$ cat src/rtl/pred_pkg.sv
package pred_pkg;

  localparam int COND_W = 3;

  typedef enum logic [COND_W-1:0] {
    CC_ALWAYS = 3'd0,
    CC_EQ     = 3'd1,
    CC_NE     = 3'd2,
    CC_GT     = 3'd3,
    CC_LT     = 3'd4,
    CC_GE     = 3'd5,
    CC_LE     = 3'd6,
    CC_NEVER  = 3'd7
  } cond_code_e;

endpackage

$ cat src/rtl/pred_cond_eval.sv
module pred_cond_eval
  import pred_pkg::*;
(
  input  cond_code_e code,
  input  logic       zf,
  input  logic       cf,
  output logic       pass
);

  // Carry marks the implicit operand as the larger one, zero marks equality.
  always_comb begin
    unique case (code)
      CC_ALWAYS: pass = 1'b1;
      CC_EQ:     pass = zf;
      CC_NE:     pass = ~zf;
      CC_GT:     pass = cf & ~zf;
      CC_LT:     pass = ~cf & ~zf;
      CC_GE:     pass = cf | zf;
      CC_LE:     pass = ~cf;
      CC_NEVER:  pass = 1'b0;
      default:   pass = 1'b1;
    endcase
  end

endmodule

$ cat src/rtl/pred_mode_reg.sv
module pred_mode_reg
  import pred_pkg::*;
#(
  parameter logic RESET_EN = 1'b1
) (
  input  logic       clk,
  input  logic       rst,
  input  logic       load,
  input  logic       pass_in,
  input  cond_code_e code,
  input  logic       zf,
  input  logic       cf,
  output logic       en_q
);

  // The mode register loads on every condition strobe, whatever its state.
  always_ff @(posedge clk) begin
    if (rst)       en_q <= RESET_EN;
    else if (load) en_q <= pass_in;
  end

  p_hold_r9: assert property (@(posedge clk) disable iff (rst)
    !load |=> $stable(en_q));

  p_always_r2: assert property (@(posedge clk) disable iff (rst)
    (load && code == CC_ALWAYS) |=> en_q);

  p_never_r8: assert property (@(posedge clk) disable iff (rst)
    (load && code == CC_NEVER) |=> !en_q);

  p_eq_r3: assert property (@(posedge clk) disable iff (rst)
    (load && code == CC_EQ) |=> (en_q == $past(zf)));

  p_gt_r5: assert property (@(posedge clk) disable iff (rst)
    (load && code == CC_GT) |=> (en_q == ($past(cf) && !$past(zf))));

  p_leave_r10: assert property (@(posedge clk) disable iff (rst)
    (!en_q && load && code == CC_ALWAYS) |=> en_q);

endmodule

$ cat src/rtl/pred_lane_gate.sv
module pred_lane_gate #(
  parameter int LANES = 3
) (
  input  logic             en,
  input  logic [LANES-1:0] req,
  output logic [LANES-1:0] gated
);

  for (genvar i = 0; i < LANES; i++) begin : g_lane
    assign gated[i] = req[i] & en;
  end

endmodule

$ cat src/rtl/pred_cond_unit.sv
module pred_cond_unit
  import pred_pkg::*;
#(
  parameter int LANES = 3
) (
  input  logic             clk,
  input  logic             rst,
  input  logic             cond_valid,
  input  logic [2:0]       cond_code,
  input  logic             flag_z,
  input  logic             flag_c,
  input  logic [LANES-1:0] wr_req,
  output logic             exec_en,
  output logic [LANES-1:0] wr_gated
);

  cond_code_e code_e;
  logic       pass;

  assign code_e = cond_code_e'(cond_code);

  pred_cond_eval u_eval (
    .code (code_e),
    .zf   (flag_z),
    .cf   (flag_c),
    .pass (pass)
  );

  pred_mode_reg #(.RESET_EN(1'b1)) u_mode (
    .clk     (clk),
    .rst     (rst),
    .load    (cond_valid),
    .pass_in (pass),
    .code    (code_e),
    .zf      (flag_z),
    .cf      (flag_c),
    .en_q    (exec_en)
  );

  pred_lane_gate #(.LANES(LANES)) u_gate (
    .en    (exec_en),
    .req   (wr_req),
    .gated (wr_gated)
  );

  p_mask_r12: assert property (@(posedge clk) disable iff (rst)
    !exec_en |-> (wr_gated == '0));

  p_pass_r12: assert property (@(posedge clk) disable iff (rst)
    exec_en |-> (wr_gated == wr_req));

endmodule

$ cat config.mk
export PLATFORM = sky130hd
export DESIGN_NAME = pred_cond_unit
export DESIGN_NICKNAME = d
export VERILOG_FILES = /design/src/rtl/pred_pkg.sv /design/src/rtl/pred_cond_eval.sv /design/src/rtl/pred_mode_reg.sv /design/src/rtl/pred_lane_gate.sv /design/src/rtl/pred_cond_unit.sv
export SDC_FILE = /design/constraint.sdc
export NUM_CORES = 1
export LEC_CHECK = 0
export ABC_CLOCK_PERIOD_IN_PS = 2600
export BUFFER_PORTS_ARGS = -buffer_cell sky130_fd_sc_hd__buf_2
export CAP_MARGIN = 0
export CORE_AREA = 2 2 39 41
export CTS_CLUSTER_SIZE = 25
export DETAILED_ROUTE_END_ITERATION = 6
export DIE_AREA = 0 0 41 43
export GPL_ROUTABILITY_DRIVEN = 0
export MAX_ROUTING_LAYER = met4
export PLACE_DENSITY = 0.3
export SETUP_SLACK_MARGIN = 0.5
export SYNTH_ARGS = -nofsm -noshare
export SYNTH_HDL_FRONTEND = slang
export SYNTH_SLANG_ARGS = --single-unit
export TNS_END_PERCENT = 50
$ cat constraint.sdc
create_clock -name clk -period 2.6 [get_ports clk]
set_input_delay 0.78 -clock clk [delete_from_list [all_inputs] [get_ports clk]]
set_output_delay 0.78 -clock clk [all_outputs]
set_load 0.01 [all_outputs]
# Word level (Yosys, flattened, before mapping)

Cells that the tools add are included.
W data, S select, Z words.

Register bits after elaboration: 1
Input bits: 11
Output and inout bits: 4
Logic and storage cells: 18

Reductions and logical operators: 1
Bitwise gates (word level): 8
Equality and inequality tests: 7
Muxes and demuxes: 1

Operators with widths:

| kind                 | number |
|---|---|
| $eq A3 B3 Y1 const B | 4 |
| $pmux W1 S8          | 1 |
| $eq A3 B2 Y1 const B | 2 |
| $and A1 B1 Y1        | 5 |
| $eq A3 B1 Y1 const B | 1 |
| $logic_not A3 Y1     | 1 |
| $not A1 Y1           | 2 |
| $or A1 B1 Y1         | 1 |

# Longest topological paths before layout

Depth after elaboration: 3
Depth in mapped cells: 3
Gate-level depth less buffers: 3

# By module

From an unflattened synthesis, not the netlist that was laid out.

Cells, all modules: 15
Area, all modules: 106.4 um^2

Modules (own cells, without submodules):

| module         | times used | seq. area each (um^2) | area an instance (um^2) | cells an instance |
|---|---|---|---|---|
| pred_cond_eval | 1          | 0.0                   | 52.6                    | 9 |
| pred_mode_reg  | 1          | 20.0                  | 35.0                    | 3 |
| pred_lane_gate | 1          | 0.0                   | 18.8                    | 3 |

# Least setup slack after synthesis

OpenSTA, ideal clock, no wires.

Path type: input to output
From: input port wr_req[0]
To: output port wr_gated[0]
Buffers on the path: 0
Data arrival time: 0.945 ns
Data required time: 1.820 ns
Stages: 1
Slack: 0.875 ns
Path through: and2_1

Word-level cells in the longest chain between the ends: 1

RTL lines:

| item            | line                 | source |
|---|---|---|
| start, declared | pred_cond_unit.sv:12 | `input logic [LANES-1:0] wr_req,` |
| $and A1 B1 Y1   | pred_lane_gate.sv:10 | `assign gated[i] = req[i] & en;` |
| end, declared   | pred_cond_unit.sv:14 | `output logic [LANES-1:0] wr_gated` |

No other way between the ends.

# Final worst setup path

Ends and elaborated chain as after synthesis.

==> impl_metrics.py <==
metrics = {
    "status": {
        "status": "finished, final reports clean",
    },
    "sta": {
        "rsz0062_at_grt": "no",
        "setup_tns_ps": 0,
        "fmax_ghz": 0.520,
        "hold_viol": 0,
        "drv_slew": 0,
        "setup_slack_ps": 676,
        "finalCriticalPeriod_ps": 1920,
        "setup_viol": 0,
        "worst_pin_slew_ps": 246,
        "hold-worst-slack_ps": 538,
        "finClkSkew_ps": 0,
        "post-route-period-util_pct": 74.0,
        "slew_headroom_pct": 83.5,
    },
    "global_route": {
        "grt_pass1_vias": 125,
        "antenna_found_initial": 0,
        "grt_max_degree": 6,
        "grt_usage_pct": 3.38,
        "grt_pass1_wl_um": 448,
        "overflow": 0,
    },
    "flow_run": {
        "drv_cap": 0,
    },
    "die": {
        "row_count": 14,
        "core_area_mm2": 0.00138,
        "die_w_um": 41,
        "die_y_um": 43,
        "fp.dieArea_mm2": 0.00176,
        "initial_utilization_pct": 7.87,
        "io_pins": 15,
    },
    "place": {
        "place_ws_ps": 671,
        "postPlaceCellArea_um2": 199,
        "dpl.cell_count": 44,
        "port_buffers": 14,
    },
    "yosys": {
        "syn-num-nets": 25,
        "synthCells": 14,
        "synth_top_area_share_pct": 18.4,
        "synth_seq_area_share_pct": 18.4,
        "synthDistinctLibCells": 11,
        "yosys_register_bits": 1,
        "ys_warn_count": 0,
        "synth_area_leader_cell": "dfxtp_1",
        "yosys-top-cells-area": "dfxtp_1 18%, and2_1 17%, a221o_1 9.2%, and3b_2 9.2%, o311a_1 9.2%",
        "syn_area_per_cell_um2": 7.78,
        "synth_area_um2": 109,
    },
    "setup_path": {
        "cp_num_buf_inv": 2,
        "r2r_cells": 1,
        "critPathArrivalTime_ps": 1140,
        "crit_chain": "buf_2, and2_1, buf_2",
        "worstSetupPathType": "in -> out",
        "start_kind": "primary input",
        "r2r_slack_ps": 1860,
        "path_depth": 3,
        "critPathSlowestCell": "and2_1",
        "critical_path_required_ps": 1820,
        "cp_max_fo": 1,
        "cp-endpoint": "wr_gated[0]",
        "cp-end-kind": "output port",
        "r2r_start": "u_mode.en_q",
        "r2r_end": "u_mode.en_q",
        "worstSetupStartpoint": "wr_req[0]",
        "crit_family": "buffers and inverters",
        "cpMostUsedCell": "buf_2",
        "critical-path-max-stage-delay_ps": 140,
    },
    "drt": {
        "viasPerCell": 3.57,
        "drt-initial-drc-count": 4,
        "final_antenna_net_count": 0,
        "wl_um": 335,
        "first_pass_iters": 2,
        "wl_per_cell_um": 7.61,
        "drc": 0,
        "vias": 157,
    },
    "layout": {
        "finalCoreUtilization_pct": 14.4,
        "layout_commonest_cell": "buf_2",
        "reg.largest.list": "u_mode.en_q: 1 flops",
        "syn2layout_area_growth_pct": 82.8,
        "instances_no_fill": 44,
        "fin_area_um2": 199,
        "final_cell_mix": "14 x buf_2, 3 x and2_1, 2 x inv_1",
        "largest_register_ffs": 1,
        "num_antenna_cells": 0,
        "layout.nets": 41,
        "max_flop_register": "u_mode.en_q",
        "drive_gt1_share_pct": 57.1,
    },
    "clocking": {
        "ctsResizeCount": 0,
        "insertion_delay_ps": 0,
        "clk_pin_slew_ps": 0,
        "post_cts_buffers": 0,
        "hold_buffers": 0,
    },
    "power": {
        "powerDensity_mw_per_mm2": 221,
        "power_mw": 0.0440,
        "peakVddDrop_v": 0.0000329,
        "p_leak_nw": 0.105,
    },
    "worst_hold_path": {
        "hp-class": "reg -> reg",
    },
}
## logic make-up after synthesis
logic type	count (synthesis)	synth area share, %
and+or+nand+nor	7	43.7
AOI/OAI and AO/OA	4	31.0
buffers and inverters	2	6.90
DFF	1	18.4
## how the worst min path moves through the flow
stage / from / end / slack (ps) / cells past startpoint
6_report: u_mode.en_q / u_mode.en_q / 540 / 1
2_1_floorplan: u_mode.en_q / u_mode.en_q / 570 / 1
5_1_grt: u_mode.en_q / u_mode.en_q / 590 / 1
3_3_place_gp: u_mode.en_q / u_mode.en_q / 530 / 1
3_5_place_dp: u_mode.en_q / u_mode.en_q / 560 / 1
4_1_cts: u_mode.en_q / u_mode.en_q / 560 / 1
## power by group
part | internal, mW | switching, mW | leakage, nW
logic | 0.0147 | 0.0112 | 0.0966
clock network | 0 | 0 | 0
registers | 0.0170 | 0.00124 | 0.00834
## final cells by class
type / instances / area, um^2
fill: 155 / 1180
multi-input combinational: 11 / 81.3
timing repair buffer: 14 / 70.1
sequential: 1 / 20.0
tap: 16 / 20.0
inverter: 2 / 7.51
## layer usage
| layer | global-route usage (%) | share of wire [%] | vias to the layer above |
|---|---|---|---|
| li1 | - | - | 81 |
| met1 | 3.49 | 38 | 68 |
| met2 | 6.88 | 53 | 8 |
| met3 | 0 | 9.3 | 0 |
| met4 | 0 | 0 | 0 |
| met5 | - | 0 | - |
## synth_stat cells
library cell / n
nand2_1: 1
and3b_2: 1
inv_1: 2
a311oi_1: 1
and3_2: 1
nand3b_1: 1
and2_1: 3
o311a_1: 1
a221o_1: 1
dfxtp_1: 1
o21ai_0: 1
No activity file was read; power rests on OpenSTA's default activity.
